[src/rtl/shutseq_pkg.sv]
package shutseq_pkg;
    typedef enum logic [2:0] {
        SQ_IDLE,
        SQ_LEAD,
        SQ_EXPOSE,
        SQ_SWEEP,
        SQ_FIELD_A,
        SQ_FIELD_B,
        SQ_RESTORE
    } seq_state_e;
endpackage

[src/rtl/event_counter.sv]
module event_counter #(
    parameter int W = 8
) (
    input  logic         clk,
    input  logic         rst_n,
    input  logic         clr_i,
    input  logic         inc_i,
    output logic [W-1:0] count_o
);
    logic [W-1:0] cnt_d, cnt_q;

    always_comb begin
        cnt_d = cnt_q;
        if (clr_i)
            cnt_d = '0;
        else if (inc_i && (cnt_q != {W{1'b1}}))
            cnt_d = cnt_q + {{(W-1){1'b0}}, 1'b1};
    end

    always_ff @(posedge clk) begin
        if (!rst_n) cnt_q <= '0;
        else        cnt_q <= cnt_d;
    end

    assign count_o = cnt_q;
endmodule

[src/rtl/seq_decode.sv]
module seq_decode
    import shutseq_pkg::*;
(
    input  seq_state_e state_i,
    input  logic       pend_i,
    output logic       shutter_open_o,
    output logic       bias_ctl_o,
    output logic       sweep_en_o,
    output logic       full_mode_o,
    output logic       field_id_o,
    output logic       frame_valid_o,
    output logic       busy_o
);
    always_comb begin
        shutter_open_o = 1'b0;
        bias_ctl_o     = 1'b0;
        sweep_en_o     = 1'b0;
        full_mode_o    = 1'b0;
        field_id_o     = 1'b0;
        frame_valid_o  = 1'b0;
        busy_o         = pend_i || (state_i != SQ_IDLE);
        case (state_i)
            SQ_LEAD:    bias_ctl_o = 1'b1;
            SQ_EXPOSE: begin
                bias_ctl_o     = 1'b1;
                shutter_open_o = 1'b1;
            end
            SQ_SWEEP:   sweep_en_o = 1'b1;
            SQ_FIELD_A: begin
                full_mode_o   = 1'b1;
                frame_valid_o = 1'b1;
            end
            SQ_FIELD_B: begin
                full_mode_o   = 1'b1;
                frame_valid_o = 1'b1;
                field_id_o    = 1'b1;
            end
            default: ;
        endcase
    end
endmodule

[src/rtl/shutter_seq.sv]
module shutter_seq
    import shutseq_pkg::*;
#(
    parameter int EXP_W       = 16,
    parameter int LEAD_TICKS  = 21,
    parameter int SWEEP_LINES = 23
) (
    input  logic             clk,
    input  logic             rst_n,
    input  logic             capture_i,
    input  logic [EXP_W-1:0] exposure_ms_i,
    input  logic             vd_i,
    input  logic             hd_i,
    input  logic             ms_tick_i,
    output logic             shutter_open_o,
    output logic             bias_ctl_o,
    output logic             sweep_en_o,
    output logic             full_mode_o,
    output logic             field_id_o,
    output logic             frame_valid_o,
    output logic             busy_o
);
    localparam int LEAD_W = $clog2(LEAD_TICKS + 1);
    localparam int MS_W   = (EXP_W > LEAD_W) ? EXP_W : LEAD_W;
    localparam int CMP_W  = MS_W + 1;
    localparam int LN_W   = $clog2(SWEEP_LINES + 1);

    typedef struct packed {
        seq_state_e       state;
        logic             pend;
        logic             vd_seen;
        logic [EXP_W-1:0] exp_ms;
    } seq_regs_t;

    seq_regs_t r_d, r_q;

    logic [MS_W-1:0]  ms_cnt;
    logic [LN_W-1:0]  ln_cnt;
    logic             cnt_clr;
    logic [EXP_W-1:0] exp_eff;
    logic [CMP_W-1:0] ms_done_cnt;
    logic             lead_done, exp_done, sweep_ok;

    assign exp_eff     = (r_q.exp_ms == '0) ? {{(EXP_W-1){1'b0}}, 1'b1} : r_q.exp_ms;
    assign ms_done_cnt = {1'b0, ms_cnt} + {{MS_W{1'b0}}, 1'b1};
    assign lead_done   = ms_tick_i && (ms_cnt == MS_W'(LEAD_TICKS - 1));
    assign exp_done    = ms_tick_i && (ms_done_cnt >= CMP_W'(exp_eff));
    assign sweep_ok    = r_q.vd_seen && (ln_cnt >= LN_W'(SWEEP_LINES));

    always_comb begin
        r_d = r_q;
        case (r_q.state)
            SQ_IDLE: begin
                if (capture_i && !r_q.pend) begin
                    r_d.pend   = 1'b1;
                    r_d.exp_ms = exposure_ms_i;
                end
                if (vd_i && (r_q.pend || capture_i)) begin
                    r_d.state = SQ_LEAD;
                    r_d.pend  = 1'b0;
                end
            end
            SQ_LEAD:
                if (lead_done) r_d.state = SQ_EXPOSE;
            SQ_EXPOSE:
                if (exp_done) begin
                    r_d.state   = SQ_SWEEP;
                    r_d.vd_seen = 1'b0;
                end
            SQ_SWEEP:
                if (vd_i) begin
                    if (sweep_ok) r_d.state = SQ_FIELD_A;
                    else          r_d.vd_seen = 1'b1;
                end
            SQ_FIELD_A:
                if (vd_i) r_d.state = SQ_FIELD_B;
            SQ_FIELD_B:
                if (vd_i) r_d.state = SQ_RESTORE;
            SQ_RESTORE:
                if (vd_i) r_d.state = SQ_IDLE;
            default: r_d.state = SQ_IDLE;
        endcase
    end

    always_ff @(posedge clk) begin
        if (!rst_n) begin
            r_q.state   <= SQ_IDLE;
            r_q.pend    <= 1'b0;
            r_q.vd_seen <= 1'b0;
            r_q.exp_ms  <= '0;
        end else begin
            r_q <= r_d;
        end
    end

    assign cnt_clr = (r_d.state != r_q.state);

    event_counter #(.W(MS_W)) u_ms_cnt (
        .clk(clk), .rst_n(rst_n), .clr_i(cnt_clr), .inc_i(ms_tick_i), .count_o(ms_cnt)
    );

    event_counter #(.W(LN_W)) u_ln_cnt (
        .clk(clk), .rst_n(rst_n), .clr_i(cnt_clr), .inc_i(hd_i), .count_o(ln_cnt)
    );

    seq_decode u_decode (
        .state_i(r_q.state), .pend_i(r_q.pend),
        .shutter_open_o(shutter_open_o), .bias_ctl_o(bias_ctl_o),
        .sweep_en_o(sweep_en_o), .full_mode_o(full_mode_o),
        .field_id_o(field_id_o), .frame_valid_o(frame_valid_o),
        .busy_o(busy_o)
    );

    assert_bias_starts_on_vd_R2: assert property (@(posedge clk) disable iff (!rst_n)
        $rose(bias_ctl_o) |-> $past(vd_i));
    assert_shutter_after_lead_R3: assert property (@(posedge clk) disable iff (!rst_n)
        $rose(shutter_open_o) |-> ($past(ms_tick_i) && ($past(ms_cnt) == MS_W'(LEAD_TICKS - 1))));
    assert_close_on_tick_R4: assert property (@(posedge clk) disable iff (!rst_n)
        $fell(shutter_open_o) |-> ($past(ms_tick_i) && sweep_en_o && !bias_ctl_o));
    assert_sweep_long_enough_R5: assert property (@(posedge clk) disable iff (!rst_n)
        $fell(sweep_en_o) |-> ($past(vd_i) && ($past(ln_cnt) >= LN_W'(SWEEP_LINES))));
    assert_readout_on_vd_R6: assert property (@(posedge clk) disable iff (!rst_n)
        ($rose(frame_valid_o) || $fell(frame_valid_o) || $rose(field_id_o)) |-> $past(vd_i));
    assert_idle_bias_low_R7: assert property (@(posedge clk) disable iff (!rst_n)
        !busy_o |-> (!bias_ctl_o && !full_mode_o));
    assert_valid_only_full_R9: assert property (@(posedge clk) disable iff (!rst_n)
        frame_valid_o |-> (full_mode_o && !shutter_open_o && !sweep_en_o));
endmodule

[config.mk]
export PLATFORM = sky130hd
export DESIGN_NAME = shutter_seq
export DESIGN_NICKNAME = d
export VERILOG_FILES = /design/src/rtl/shutseq_pkg.sv /design/src/rtl/event_counter.sv /design/src/rtl/seq_decode.sv /design/src/rtl/shutter_seq.sv
export SDC_FILE = /design/constraint.sdc
export NUM_CORES = 1
export LEC_CHECK = 0
export BUFFER_PORTS_ARGS = -buffer_cell sky130_fd_sc_hd__buf_2
export CORE_MARGIN = 1.5
export CORE_UTILIZATION = 40
export CTS_BUF_LIST = sky130_fd_sc_hd__clkbuf_2
export DETAILED_ROUTE_END_ITERATION = 16
export GPL_ROUTABILITY_DRIVEN = 1
export GPL_TIMING_DRIVEN = 0
export SYNTH_ARGS = -nofsm -noshare
export SYNTH_HDL_FRONTEND = slang
export SYNTH_SLANG_ARGS = --single-unit
[constraint.sdc]
create_clock -name clk -period 2.6 [get_ports clk]
set_input_delay 0.65 -clock clk [delete_from_list [all_inputs] [get_ports clk]]
set_output_delay 0.65 -clock clk [all_outputs]
set_load 0.02 [all_outputs]
==> run_results.csv, run 1 <==
group,metric,value,unit
run_status,status,"complete, but fails checks",
run_status,violations,"setup timing",
floorplanning,die_area,7100,sq um
worst_setup_path,path_buf_inv,2,
floorplanning,start_util,41.6,%
synthesis,synth_seq_cells,42,
routing,dr.pass1.iters,4,
place,portBuffers,28,
final_layout,nFillCells,590,
power_and_ir_drop,peakVddDrop,0.242,mV
final_layout,diodes,0,
clocking,clock-root-buffer,"clkbuf_2",
global_routing,antenna_found_initial,0,
worst_setup_path,worstPathArrival,3.24,ns
worst_setup_path,startpoint_type,"flip-flop",
global_routing,grt_max_degree,13,
place,gp_congestion,0.812,
synthesis,netlist_instances,323,
routing,initialDrtViolationCount,83,
clocking,cts_buffers,5,
routing,via_per_inst,5.09,
place,dp_hpwl,4410,um
sta,fin_crit,2.92,ns
synthesis,yosysSeqAreaShare,31.8,%
floorplanning,rows,29,
worst_setup_path,crit_fanout,6,
floorplanning,ios,29,
worst_setup_path,slowest_stage,"dfxtp_4",
floorplanning,core_area,6350,sq um
sta,worst_slack,-0.316,ns
sta,grt_setup_unrepaired,"yes",
worst_setup_path,cp_slowest_stage_delay,0.42,ns
routing,totalWireLength,6220,um
sta,fmax,0.343,GHz
clocking,clkTransAtPathRegs,0.21,ns
final_layout,fin_nets,421,
global_routing,grt_remaining_overflow,0,
sta,hold_viol_final,0,
worst_setup_path,path_cells,"nand4_1, buf_4, nor4_4, buf_4, nand2_2, xnor2_1, ha_1, a21o_1, a221oi_2, o21ai_1, a21oi_2, a21oi_4, o31a_1",
worst_hold_path,min_path_type,"input pin to flip-flop",
worst_setup_path,cp_common_cell,"buf_4",
synthesis,yosys_warnings,0,
final_layout,final_cell_mix,"55 x nand2_1, 35 x buf_2, 32 x dfxtp_1, 21 x inv_1",
sta,fin_setup_tns,-6.34,ns
final_layout,final_common_cell,"nand2_1",
power_and_ir_drop,p_leak,1.44,nW
sta,slew_viol_final,0,
clocking,holdBufCountCts,0,
synthesis,ys.flop_type,"dfxtp_1",
clocking,htree_levels,2,
synthesis,syn-cell-area,2640,sq um
clocking,cts_sinks,42,
final_layout,multi_input_area,1790,sq um
routing,ant_nets,0,
sta,post-route-period-util,112,%
floorplanning,die_x,84.2,um
sta,final-setup-viol-count,23,
final_layout,syn_to_final_growth,25.0,%
synthesis,syn-mean-instance-area,8.17,sq um
global_routing,first_global_vias,2238,
final_layout,seq_area,871,sq um
flow_run,drv_cap,0,
sta,worstMarginPinSlew,0.548,ns
final_layout,drive_gt1_share,30.6,%
global_routing,grt_use_total,18.0,%
synthesis,ys_types,45,
worst_setup_path,cp_top_family,"compound AO/OA/AOI/OAI gates",
floorplanning,die-height,84.2,um
power_and_ir_drop,power.total,1.18,mW
synthesis,synth_edf_count,0,
global_routing,grt_first_pass_wirelength,10200,um
worst_setup_path,path_class,"flip-flop to flip-flop",
synthesis,synth_nets,365,
routing,post-route-drc-count,0,
worst_setup_path,cp.required,2.92,ns
clocking,cts.path.max_buffers,2,
routing,vias,2320,
sta,max_slew_margin,63.0,%
clocking,clk_latency,0.41,ns
power_and_ir_drop,pwr_density_cell,356,nW/um^2
sta,finClkSkew,0.0202,ns
routing,avgRoutedWirePerCell,13.6,um
clocking,cts_tree,"built",
worst_setup_path,end_kind,"flip-flop",
synthesis,async_flop_share,0,%
[path summary, 6_finish.rpt]
check / end / start / cells past startpoint / slack (ns)
max reg2reg: r_q[18] / u_ms_cnt.count_o[7] / 13 / -0.32
min: r_q[4] / exposure_ms_i[4] / 3 / 0.46
max: r_q[18] / u_ms_cnt.count_o[7] / 13 / -0.32
min reg2reg: r_q[16] / r_q[16] / 2 / 0.49
[timing repair]
action                                  4_1_cts  5_1_grt
gates resized for setup                      22       11
pin swaps                                    10        4
cloned                                        1        0
endpoints found under the setup margin       23       23
setup buffers                                12        9
endpoints found under the hold margin         0        0
[registers in the layout, indices dropped and copies added, names as in the netlist]
register          cells
r_q                  21
u_ln_cnt.count_o      5
u_ms_cnt.count_o     16
[tightest hold or removal path: stages]
cell and delay [ns]:
buf_2 0.09, nand2_1 0.04, a21boi_0 0.06
[stage by stage]
step / worst slack (ns) / hold slack, ns / instance area, sq um / std cells / util [%]
floorplan: -0.125 / 0.444 / 2750 / 323 / -
global placement: -0.543 / 0.455 / 2980 / 428 / 47.0
detailed placement: -0.565 / 0.466 / 2980 / 428 / 47.0
CTS: -0.301 / 0.448 / 3200 / 447 / 50.4
global route: -0.455 / 0.423 / 3300 / 456 / 52.0
finish: -0.316 / 0.461 / 3300 / 456 / 52.0
[where the power goes]
group,switching [mW],internal [mW]
Sequential,0.0200,0.663
Clock,0.215,0.0583
Combinational,0.121,0.0977
Total,0.356,0.819
[synth_stat cells (2+ instances only)]
cell type	number	area share, %
a21boi_0	17	4.8
xnor2_1	9	3.0
nor2b_1	3	0.71
a21o_1	3	0.85
buf_2	8	1.5
nand3_1	8	1.5
nor3_2	2	0.76
xor2_1	20	6.6
buf_6	3	1.3
nand2_1	56	8.0
a21oi_1	13	2.5
clkbuf_1	5	0.71
inv_1	21	3.0
nand4_1	5	1.2
mux2i_1	4	1.5
o21ai_0	4	0.76
and3_1	12	2.8
o21ai_1	2	0.38
nor4_4	2	1.6
nor2_1	11	1.6
nand2b_1	4	0.95
nor3_1	22	4.2
ha_1	20	9.5
dfxtp_1	42	32
nor4_1	7	1.7
[per-layer routing]
layer | GRT usage [%] | wire (um) | up-vias
met2 | 31.0 | 3090 | 27
li1 | - | - | 1220
met1 | 22.7 | 2890 | 1065
met5 | 0 | 0 | -
met3 | 4.23 | 162 | 8
met4 | 4.62 | 82 | 0
[cells by family after synthesis]
family                     synth area share (%)
buffers and inverters                      6.78
muxes                                      1.52
AOI/OAI and AO/OA                          13.2
and+or+nand+nor                            27.5
xor gates and xnor gates                   9.62
adders and majority gates                  9.48
DFF                                        31.8
[final cells by class]
cell class / instances / area share, %
Buffer: 16 / 3.11
Clock buffer: 5 / 0.758
Clock inverter: 2 / 0.303
Inverter: 21 / 2.39
Multi-Input combinational cell: 243 / 54.1
Sequential cell: 42 / 26.4
Tap cell: 77 / 2.92
Timing Repair Buffer: 50 / 10.0
Note: power is estimated with default switching activity, not from simulation.
==> inputs of run 2 (changes only) <==
CELL_PAD_IN_SITES_DETAIL_PLACEMENT = 1   (was unset)
CELL_PAD_IN_SITES_GLOBAL_PLACEMENT = 2   (was unset)
CORE_UTILIZATION = 33   (was 40)
PLACE_DENSITY_LB_ADDON = 0.1   (was unset)
SLEW_MARGIN = 10   (was unset)
==> run 2 against run 1 <==
The flow still finishes with violations (setup timing); cell count increased by 5.3%; non-clock buffer count decreased by 1; power increased by 2.0%; worst setup slack got worse by 0.078 ns; first-iteration DRC count decreased by 28%; critical path depth unchanged; via count increased by 1.0%; clock power increased by 7%; combinational power about the same; design area increased by 3.1%; largest power group unchanged.
==> run_results.csv, run 2 (synthesized netlist as in run 1, its figures left out) <==
group,metric,value,unit
run_status,status,"complete, but fails checks",
run_status,violations,"setup timing",
floorplanning,core_area,7730,sq um
final_layout,drive_gt1_share,32.5,%
worst_setup_path,path_class,"flip-flop to flip-flop",
clocking,holdBufCountCts,0,
sta,final-setup-viol-count,23,
final_layout,final_common_cell,"nand2_1",
final_layout,post-route-util,44.0,%
clocking,cts_sinks,42,
power_and_ir_drop,pwr_density_cell,352,nW/um^2
routing,vias,2344,
sta,worst_slack,-0.394,ns
floorplanning,ios,29,
global_routing,grt_max_degree,13,
place,gp_congestion,0.739,
final_layout,final_cell_mix,"54 x nand2_1, 35 x buf_2, 32 x dfxtp_1, 21 x inv_1, 20 x buf_4",
clocking,cts.path.max_buffers,2,
worst_setup_path,startpoint_type,"flip-flop",
sta,hold_viol_final,0,
final_layout,seq_area,871,sq um
power_and_ir_drop,peakVddDrop,0.160,mV
routing,initialDrtViolationCount,60,
floorplanning,start_util,34.2,%
worst_setup_path,end_kind,"flip-flop",
place,portBuffers,28,
final_layout,multi_input_area,1860,sq um
worst_setup_path,cp.required,2.93,ns
flow_run,drv_cap,0,
sta,max_slew_margin,67.3,%
global_routing,antenna_found_initial,0,
place,place_ws,-0.645,ns
routing,ant_nets,0,
final_layout,syn_to_final_growth,28.9,%
final_layout,diodes,0,
global_routing,first_global_vias,2412,
floorplanning,die_area,8550,sq um
clocking,clk_latency,0.42,ns
power_and_ir_drop,power.total,1.20,mW
place,dp_hpwl,5100,um
sta,finClkSkew,0.0229,ns
clocking,clock-root-buffer,"clkbuf_2",
final_layout,fin_nets,420,
sta,grt_setup_unrepaired,"yes",
worst_hold_path,min_path_type,"input pin to flip-flop",
global_routing,grt_remaining_overflow,0,
routing,dr.pass1.iters,4,
sta,fmax,0.334,GHz
routing,via_per_inst,4.88,
final_layout,top_register,"r_q",
floorplanning,rows,32,
routing,totalWireLength,7150,um
final_layout,nFillCells,934,
power_and_ir_drop,p_leak,1.48,nW
sta,slew_viol_final,0,
final_layout,largest_reg_flops,21,
worst_setup_path,worstPathArrival,3.32,ns
routing,post-route-drc-count,0,
clocking,cts_tree,"built",
routing,avgRoutedWirePerCell,14.9,um
global_routing,grt_first_pass_wirelength,11800,um
clocking,cts_buffers,5,
floorplanning,die-height,92.4,um
global_routing,grt_use_total,17.7,%
sta,whs,0.460,ns
sta,fin_crit,2.99,ns
clocking,clkTransAtPathRegs,0.24,ns
worst_setup_path,crit_fanout,7,
floorplanning,die_x,92.4,um
sta,worstMarginPinSlew,0.484,ns
clocking,htree_levels,2,
sta,post-route-period-util,115,%
[run 2: cell type report]
type,instances,share of cell area (%)
clock inverter,2,0.294
clock buffer,5,0.736
multi-input combinational,243,54.8
sequential,42,25.6
buffer,15,2.80
inverter,21,2.32
tap,102,3.75
timing repair buffer,50,9.71
[run 2: repair_timing]
item / 4_1_cts / 5_1_grt
cloned: 2 / 0
setup endpoints to repair: 23 / 23
pin swaps: 12 / 8
buffers inserted: 13 / 7
gates resized for setup: 25 / 20
[run 2: metrics by stage]
stage	setup TNS (ns)	std cells	area [sq um]
after detailed placement	-14.24	453	3010
final	-7.90	480	3400
after floorplan	-1.95	323	2750
after CTS	-7.10	475	3280
after global placement	-13.77	453	3010
after global routing	-11.47	480	3400
[run 2: worst max-delay path: stages, from the launching register on]
cell and delay, ns:
dfxtp_4 0.43, nand4_1 0.14, buf_4 0.18, nor4_4 0.31
buf_4 0.19, nand2_4 0.05, xnor2_2 0.14, ha_1 0.30
a21o_1 0.18, a221oi_2 0.27, o21ai_2 0.09, a21oi_2 0.18
a21oi_4 0.14, nor4_2 0.29
[run 2: where the power goes]
part | internal, mW | switching, mW
Combinational | 0.0972 | 0.125
Sequential | 0.664 | 0.0212
Clock | 0.0584 | 0.233
Total | 0.820 | 0.379
[run 2: worst paths after layout]
check | endpoint | slack [ns] | startpoint | cells after the start
min reg2reg | r_q[0] | 0.49 | r_q[0] | 2
max | u_ms_cnt.count_o[4] | -0.39 | u_ms_cnt.count_o[7] | 13
min | r_q[13] | 0.46 | exposure_ms_i[13] | 3
max reg2reg | u_ms_cnt.count_o[4] | -0.39 | u_ms_cnt.count_o[7] | 13
[run 2: routing by layer]
layer | up-vias | wire [um] | track usage, %
met5 | - | 0 | 0
met4 | 0 | 72 | 4.62
met3 | 4 | 159 | 2.71
met2 | 22 | 3470 | 29.8
met1 | 1097 | 3450 | 23.3
li1 | 1221 | - | -
